## config.mk

```make
export PLATFORM = sky130hd
export DESIGN_NAME = prio_irq_ctrl
export DESIGN_NICKNAME = d
export VERILOG_FILES = /design/src/rtl/prio_irq_pkg.sv /design/src/rtl/irq_capture.sv /design/src/rtl/irq_arbiter.sv /design/src/rtl/irq_ctrl_regs.sv /design/src/rtl/prio_irq_ctrl.sv
export SDC_FILE = /design/constraint.sdc
export NUM_CORES = 1
export LEC_CHECK = 0
export ABC_AREA = 1
export BUFFER_PORTS_ARGS = -buffer_cell sky130_fd_sc_hd__buf_2
export CAP_MARGIN = 20
export CORE_MARGIN = 5
export CORE_UTILIZATION = 52
export CTS_CLUSTER_SIZE = 30
export DETAILED_ROUTE_END_ITERATION = 16
export PLACE_DENSITY = 0.73
export RECOVER_POWER = 50
export SYNTH_ARGS = -nofsm -noshare
export SYNTH_HDL_FRONTEND = slang
export SYNTH_SLANG_ARGS = --single-unit
```

## constraint.sdc

```tcl
create_clock -name clk -period 4.3 [get_ports clk]
set_input_delay 0.86 -clock clk [delete_from_list [all_inputs] [get_ports clk]]
set_output_delay 0.86 -clock clk [all_outputs]
set_load 0.03 [all_outputs]
```

## src/rtl/prio_irq_pkg.sv

```systemverilog
package prio_irq_pkg;
  localparam int IRQ_LINES = 8;
  localparam int IDX_W     = $clog2(IRQ_LINES);
  localparam int BUS_W     = 8;

  typedef logic [IRQ_LINES-1:0] line_vec_t;
  typedef logic [IDX_W-1:0]     line_idx_t;
  typedef logic [BUS_W-1:0]     bus_word_t;

  localparam logic [1:0] ADR_CMD  = 2'd0;
  localparam logic [1:0] ADR_DATA = 2'd1;
  localparam logic [1:0] ADR_TRIG = 2'd2;

  typedef enum logic [1:0] {CFG_RUN, CFG_BASE, CFG_CASC, CFG_MODE} cfg_state_t;

  typedef struct packed {
    logic      hit;
    line_idx_t idx;
  } pick_t;

  // Walk from highest priority; an in-service line blocks itself and below.
  function automatic pick_t pick_winner(line_vec_t irr, line_vec_t imr, line_vec_t isr);
    pick_t r;
    logic  blocked;
    r = '0;
    blocked = 1'b0;
    for (int i = 0; i < IRQ_LINES; i++) begin
      if (!blocked && !r.hit) begin
        if (isr[i]) blocked = 1'b1;
        else if (irr[i] && !imr[i]) begin
          r.hit = 1'b1;
          r.idx = line_idx_t'(i);
        end
      end
    end
    return r;
  endfunction

  function automatic line_idx_t lowest_set(line_vec_t v);
    line_idx_t r;
    r = '0;
    for (int i = IRQ_LINES - 1; i >= 0; i--)
      if (v[i]) r = line_idx_t'(i);
    return r;
  endfunction

  function automatic line_vec_t onehot(line_idx_t idx);
    return line_vec_t'(1) << idx;
  endfunction

  function automatic bus_word_t vector_for(bus_word_t base, line_idx_t idx);
    return base + bus_word_t'(idx);
  endfunction

  function automatic logic is_setup_start(bus_word_t w);
    return w[4];
  endfunction

  function automatic logic is_read_sel(bus_word_t w);
    return (w[4:3] == 2'b01) && w[1];
  endfunction

  function automatic logic is_spec_eoi(bus_word_t w);
    return (w[4:3] == 2'b00) && (w[7:5] == 3'b011);
  endfunction

  function automatic logic is_lowest_eoi(bus_word_t w);
    return (w[4:3] == 2'b00) && (w[7:5] == 3'b001);
  endfunction
endpackage

```

## src/rtl/irq_capture.sv

```systemverilog
module irq_capture
  import prio_irq_pkg::*;
(
  input  logic      clk,
  input  logic      rst_n,
  input  logic      flush,
  input  line_vec_t irq_in,
  input  line_vec_t lvl_mode,
  input  line_vec_t ack_clr,
  output line_vec_t irr
);
  line_vec_t prev_q;
  line_vec_t rise;
  line_vec_t irr_next;

  assign rise = irq_in & ~prev_q;

  for (genvar g = 0; g < IRQ_LINES; g++) begin : g_line
    assign irr_next[g] = lvl_mode[g] ? irq_in[g]
                                     : ((irr[g] & ~ack_clr[g]) | rise[g]);
  end

  always_ff @(posedge clk) begin
    if (!rst_n) begin
      prev_q <= '0;
      irr    <= '0;
    end else begin
      prev_q <= irq_in;
      irr    <= flush ? '0 : irr_next;
    end
  end
endmodule

```

## src/rtl/irq_arbiter.sv

```systemverilog
module irq_arbiter
  import prio_irq_pkg::*;
(
  input  line_vec_t irr,
  input  line_vec_t imr,
  input  line_vec_t isr,
  output logic      req,
  output line_idx_t win_idx
);
  pick_t pick;
  assign pick    = pick_winner(irr, imr, isr);
  assign req     = pick.hit;
  assign win_idx = pick.idx;
endmodule

```

## src/rtl/irq_ctrl_regs.sv

```systemverilog
module irq_ctrl_regs
  import prio_irq_pkg::*;
#(
  parameter bit        IS_MASTER = 1'b1,
  parameter line_vec_t TRIG_RSVD = 8'h07
) (
  input  logic       clk,
  input  logic       rst_n,
  input  logic [1:0] bus_addr,
  input  logic       bus_wr,
  input  bus_word_t  bus_wdata,
  input  logic       int_ack,
  input  logic       req,
  input  line_idx_t  win_idx,
  output logic       init_start,
  output logic       ack_real,
  output logic       ack_spur,
  output logic       eoi_spec,
  output logic       eoi_low,
  output line_vec_t  imr,
  output line_vec_t  trig_lvl,
  output bus_word_t  vec_base,
  output bus_word_t  casc_cfg,
  output logic       aeoi,
  output logic       rsel_isr,
  output line_vec_t  isr
);
  localparam bus_word_t CASC_DEFAULT = IS_MASTER ? 8'h04 : 8'h02;

  cfg_state_t st;
  logic       need_casc, need_mode;
  bus_word_t  casc_q;
  logic       cmd_wr, data_wr, trig_wr;
  line_vec_t  isr_set, isr_clr;

  assign cmd_wr  = bus_wr && (bus_addr == ADR_CMD);
  assign data_wr = bus_wr && (bus_addr == ADR_DATA);
  assign trig_wr = bus_wr && (bus_addr == ADR_TRIG);

  assign init_start = cmd_wr && is_setup_start(bus_wdata);
  assign eoi_spec   = cmd_wr && is_spec_eoi(bus_wdata);
  assign eoi_low    = cmd_wr && is_lowest_eoi(bus_wdata);
  assign ack_real   = int_ack && req;
  assign ack_spur   = int_ack && !req;

  assign isr_set = (ack_real && !aeoi) ? onehot(win_idx) : '0;
  assign isr_clr = eoi_spec ? onehot(line_idx_t'(bus_wdata[2:0]))
                 : (eoi_low && (isr != '0)) ? onehot(lowest_set(isr)) : '0;

  if (IS_MASTER) begin : g_master
    assign casc_cfg = casc_q;
  end else begin : g_slave
    assign casc_cfg = {5'b0, casc_q[2:0]};
  end

  always_ff @(posedge clk) begin
    if (!rst_n) begin
      st        <= CFG_RUN;
      need_casc <= 1'b0;
      need_mode <= 1'b0;
      imr       <= '0;
      trig_lvl  <= '0;
      vec_base  <= '0;
      casc_q    <= CASC_DEFAULT;
      aeoi      <= 1'b0;
      rsel_isr  <= 1'b0;
      isr       <= '0;
    end else if (init_start) begin
      st        <= CFG_BASE;
      need_casc <= !bus_wdata[1];
      need_mode <= bus_wdata[0];
      imr       <= '0;
      aeoi      <= 1'b0;
      rsel_isr  <= 1'b0;
      isr       <= '0;
    end else begin
      isr <= (isr & ~isr_clr) | isr_set;
      if (cmd_wr && is_read_sel(bus_wdata)) rsel_isr <= bus_wdata[0];
      if (trig_wr) trig_lvl <= bus_wdata & ~TRIG_RSVD;
      if (data_wr) begin
        unique case (st)
          CFG_RUN:  imr <= bus_wdata;
          CFG_BASE: begin
            vec_base <= bus_wdata;
            st <= need_casc ? CFG_CASC : (need_mode ? CFG_MODE : CFG_RUN);
          end
          CFG_CASC: begin
            casc_q <= bus_wdata;
            st <= need_mode ? CFG_MODE : CFG_RUN;
          end
          CFG_MODE: begin
            aeoi <= bus_wdata[1];
            st   <= CFG_RUN;
          end
          default:  st <= CFG_RUN;
        endcase
      end
    end
  end
endmodule

```

## src/rtl/prio_irq_ctrl.sv

```systemverilog
module prio_irq_ctrl
  import prio_irq_pkg::*;
#(
  parameter bit        IS_MASTER = 1'b1,
  parameter line_vec_t TRIG_RSVD = 8'h07
) (
  input  logic       clk,
  input  logic       rst_n,
  input  logic [1:0] bus_addr,
  input  logic       bus_wr,
  input  logic [7:0] bus_wdata,
  output logic [7:0] bus_rdata,
  input  logic [7:0] irq_in,
  output logic       int_out,
  input  logic       int_ack,
  output logic [7:0] vec_out,
  output logic       vec_valid,
  output logic [7:0] casc_cfg
);
  line_vec_t irr, isr, imr, trig_lvl, irr_clr;
  bus_word_t vec_base;
  line_idx_t win_idx;
  logic      req, init_start, ack_real, ack_spur, eoi_spec, eoi_low;
  logic      aeoi, rsel_isr;

  irq_ctrl_regs #(.IS_MASTER(IS_MASTER), .TRIG_RSVD(TRIG_RSVD)) u_regs (
    .clk(clk), .rst_n(rst_n), .bus_addr(bus_addr), .bus_wr(bus_wr),
    .bus_wdata(bus_wdata), .int_ack(int_ack), .req(req), .win_idx(win_idx),
    .init_start(init_start), .ack_real(ack_real), .ack_spur(ack_spur),
    .eoi_spec(eoi_spec), .eoi_low(eoi_low), .imr(imr), .trig_lvl(trig_lvl),
    .vec_base(vec_base), .casc_cfg(casc_cfg), .aeoi(aeoi),
    .rsel_isr(rsel_isr), .isr(isr)
  );

  assign irr_clr = ack_real ? onehot(win_idx) : '0;

  irq_capture u_cap (
    .clk(clk), .rst_n(rst_n), .flush(init_start), .irq_in(irq_in),
    .lvl_mode(trig_lvl), .ack_clr(irr_clr), .irr(irr)
  );

  irq_arbiter u_arb (
    .irr(irr), .imr(imr), .isr(isr), .req(req), .win_idx(win_idx)
  );

  assign int_out = req;

  always_comb begin
    unique case (bus_addr)
      ADR_CMD:  bus_rdata = rsel_isr ? isr : irr;
      ADR_DATA: bus_rdata = imr;
      ADR_TRIG: bus_rdata = trig_lvl;
      default:  bus_rdata = '0;
    endcase
  end

  always_ff @(posedge clk) begin
    if (!rst_n) begin
      vec_out   <= '0;
      vec_valid <= 1'b0;
    end else begin
      vec_valid <= int_ack;
      if (int_ack)
        vec_out <= ack_real ? vector_for(vec_base, win_idx)
                            : vector_for(vec_base, line_idx_t'(IRQ_LINES - 1));
    end
  end
endmodule

```

==> results.yml <==
setup_path:
  crit_start: "u_regs.isr[0]"
  crit_chain: "nor2_4 -> nand3_1 -> nor2_2 -> nor2_2 -> nand2_2 -> o21bai_4 -> nor2_4 -> nor2_4 -> nand2_2 -> nand3_4 -> nand2_1 -> nor2_1 -> inv_1 -> ha_1 -> nand3_1 -> and2_1 -> nand3b_1 -> nor3b_1 -> xor2_1 -> o21ai_0 -> inv_1"
  rrSetupSlack_ps: 930
  path_class: "flip-flop to flip-flop"
  crit_buf_inv: 2
  path_common_cell: "nor2_4"
  cp_num_cells: 21
  worstPathRequired_ps: 4550
  critPathCaptureType: "flip-flop"
  worstReg2RegStart: "u_regs.isr[0]"
  reg2reg_depth: 21
  slowest_stage: "dfxtp_1"
  cp_top_family: "simple AND/OR/NAND/NOR gates"
  crit_fanout: 6
  cpPeakStageDelay_ps: 380
  worstReg2RegEnd: "vec_out[7]"
  crit_arrival_ps: 3620
  start_kind: "flip-flop"
finish:
  fin_util_pct: 62.0
  nNetsFinal: 568
  fin_cells: 624
  area_growth_pct: 15.0
  diodes: 0
  drive_gt1_share_pct: 12.4
power:
  p_switching_uw: 527
  intPower_mw: 1.18
  netSwitchingFraction_pct: 30.9
  power_mw: 1.71
  clockPowerShare_pct: 38.5
  p_per_area_nw_per_um2: 428
  leakagePower_nw: 1.83
  combPwrFrac_pct: 21.2
  vdd_drop_max_v: 0.000363
  p_seq_share_pct: 40.2
timing:
  max_freq_mhz: 297
  tightest_slew_ps: 1360
  setup_viol: 0
  rsz0062_at_grt: "false"
  finalSetupTns_ps: 0
  finalCritPeriodShare_pct: 78.3
  slew_headroom_pct: 9.03
  fin_worst_skew_ps: 10.1
  hold_viol_final: 0
  finalMaxSlewViolations: 0
  layout_min_cycle_time_ps: 3370
yosys:
  synth_xor_area_share_pct: 1.52
  ys_ff_latch: 68
  synth-compound-area-share_pct: 21.0
  synth_edf_count: 0
  avgSynthCellArea_um2: 7.01
  synth_nets: 520
  yosysWarnings: 0
  yosysMostFrequentCell: "inv_1"
  synth.cell_area_um2: 3460
  synth-adder-area-share_pct: 1.66
  yosys.area_share.simple_pct: 25.3
  synth_top_family_by_area: "simple AND/OR/NAND/NOR gates"
  synth_cell_types: 40
  synth_top_flop_cell: "dfxtp_1"
  synthTopCellsByArea: "dfxtp_1 39%, inv_1 9.4%, a21oi_1 7.1%, o21ai_0 7.1%, nor2_1 6.9%"
  synth_common_cells: "87 x inv_1, 68 x dfxtp_1, 64 x nor2_1, 63 x nand2_1"
  synth.top_cell.area_share_pct: 39.3
  ys_async_sr_fraction_pct: 0
  synth_top_cell_by_area: "dfxtp_1"
  syn-instance-count: 494
  yosys-mux-area-fraction_pct: 0
  yosysSeqAreaShare_pct: 39.3
placement:
  hpwlAfterDp_um: 7180
  io_buffers: 47
  dp_cells: 608
  place.gp.congestion: 0.963
clock_tree:
  cts_tree: "built"
  ctsResizeCount: 0
  cts.htree.levels: 3
  clk_pin_slew_ps: 80
  postCtsSetupBuffers: 0
  cts-root-buf: "clkbuf_8"
  clock_sinks: 68
  cts_buffers: 9
  cts_hold_buf: 0
  clk_latency_ps: 350
  cts_buffer_depth: 2
floorplan:
  ios: 48
  rows: 29
  die_area_um2: 8390
  die_w_um: 91.6
  core_um2: 6420
  die_h_um: 91.6
  initial_core_util_pct: 53.9
routing:
  ant_nets: 0
  drc_errors: 0
  num_vias: 3339
  wl_per_cell_um: 15.1
  vias_per_cell: 5.35
  drt_iter0_markers: 185
  drt-total-wl_um: 9430
  dr.pass1.iters: 4
worst_hold_path:
  hold_end: "u_regs.need_casc"
  hold_start: "u_regs.need_casc"
  hold_class: "flip-flop to flip-flop"
  min_path_cells: 2
global_route:
  antenna_found_initial: 0
  gr-total-overflow: 0
  track_usage_pct: 23.0
  grt_max_degree: 37
  grt_pass1_wl_um: 15400
  grt_pass1_vias: 3119
outcome:
  status: "completed"
flow_run:
  max_cap_violations: 0
[layer usage]
metal	up-vias	track usage, %	part of all wire (%)
met2	81	38.8	49
li1	1714	-	-
met4	0	9.30	2.1
met5	-	0	0
met1	1528	28.8	44
met3	16	4.21	4.4
[placed cells by master (no fill, tap or decap), drive strengths merged, types with 2 or more instances in the layout]
master,n
xor2,4
nor2,72
a211oi,9
nand3b,3
nand4,5
clkinv,2
nand3,19
nand2,69
and2,2
xnor2,2
clkbuf,30
ha,3
a21oi,50
inv,90
dfxtp,68
o21bai,2
buf,29
o221ai,2
o21ai,49
bufinv,3
nor3,10
nor4,4
o211ai,6
a221o,4
a31oi,3
[power groups by stage]
stage               sequential [mW]  combinational [mW]  clock, mW
floorplan                     0.705               0.261          0
global placement              0.699               0.363          0
detailed placement            0.700               0.362          0
CTS                           0.686               0.365      0.667
global route                  0.689               0.407      0.692
finish                        0.686               0.362      0.657
[how the worst max path moves through the flow]
stage                            end  slack [ps]
after floorplan           vec_out[7]        1250
after global placement    vec_out[7]        1030
after detailed placement  vec_out[7]         920
after CTS                 vec_out[7]         900
after global routing      vec_out[7]         600
final                     vec_out[7]         930
[kinds of logic (layout without fill, tap and decap cells)]
family                     Yosys count  count (layout)
xor gates and xnor gates             6               6
adders and majority gates            4               4
DFF                                 68              68
AOI/OAI and AO/OA                  127             127
buffers and inverters              102             155
and+or+nand+nor                    187             187
[sequential cells by signal (all words and copies together), names as in the netlist, 2 cells and up]
name and cells:
u_cap.prev_q 8, u_regs.vec_base 8, u_regs.casc_cfg 8, u_cap.irr 8, u_regs.imr 8, u_regs.st 2, u_regs.trig_lvl 5, u_regs.isr 8
vec_out 8
[final cells by class]
| cell class | count | area [um2] |
|---|---|---|
| repair buffers | 49 | 223 |
| flip-flops and latches | 68 | 1360 |
| clock buffers | 10 | 138 |
| clock inverters | 6 | 111 |
| well taps | 77 | 96.3 |
| inverters | 90 | 338 |
| multi-input cells | 324 | 1710 |
| fillers | 638 | 2440 |
[per-stage QoR]
step	worst slack, ps	hold WS, ps	cell area [um2]
after floorplan	1250	430	3460
after global placement	1030	446	3760
after detailed placement	916	456	3760
after CTS	905	471	4010
after global routing	602	482	3980
final	933	469	3980
[worst reg2reg max path: cells and delay by family, from the launching register on]
kind	cells	cell delay (ps)
buffers and inverters	2	130
adders and majority gates	1	270
AOI/OAI and AO/OA	2	300
DFF	1	380
and+or+nand+nor	15	2100
xor gates and xnor gates	1	100
Note: power is estimated with default switching activity, not from simulation.
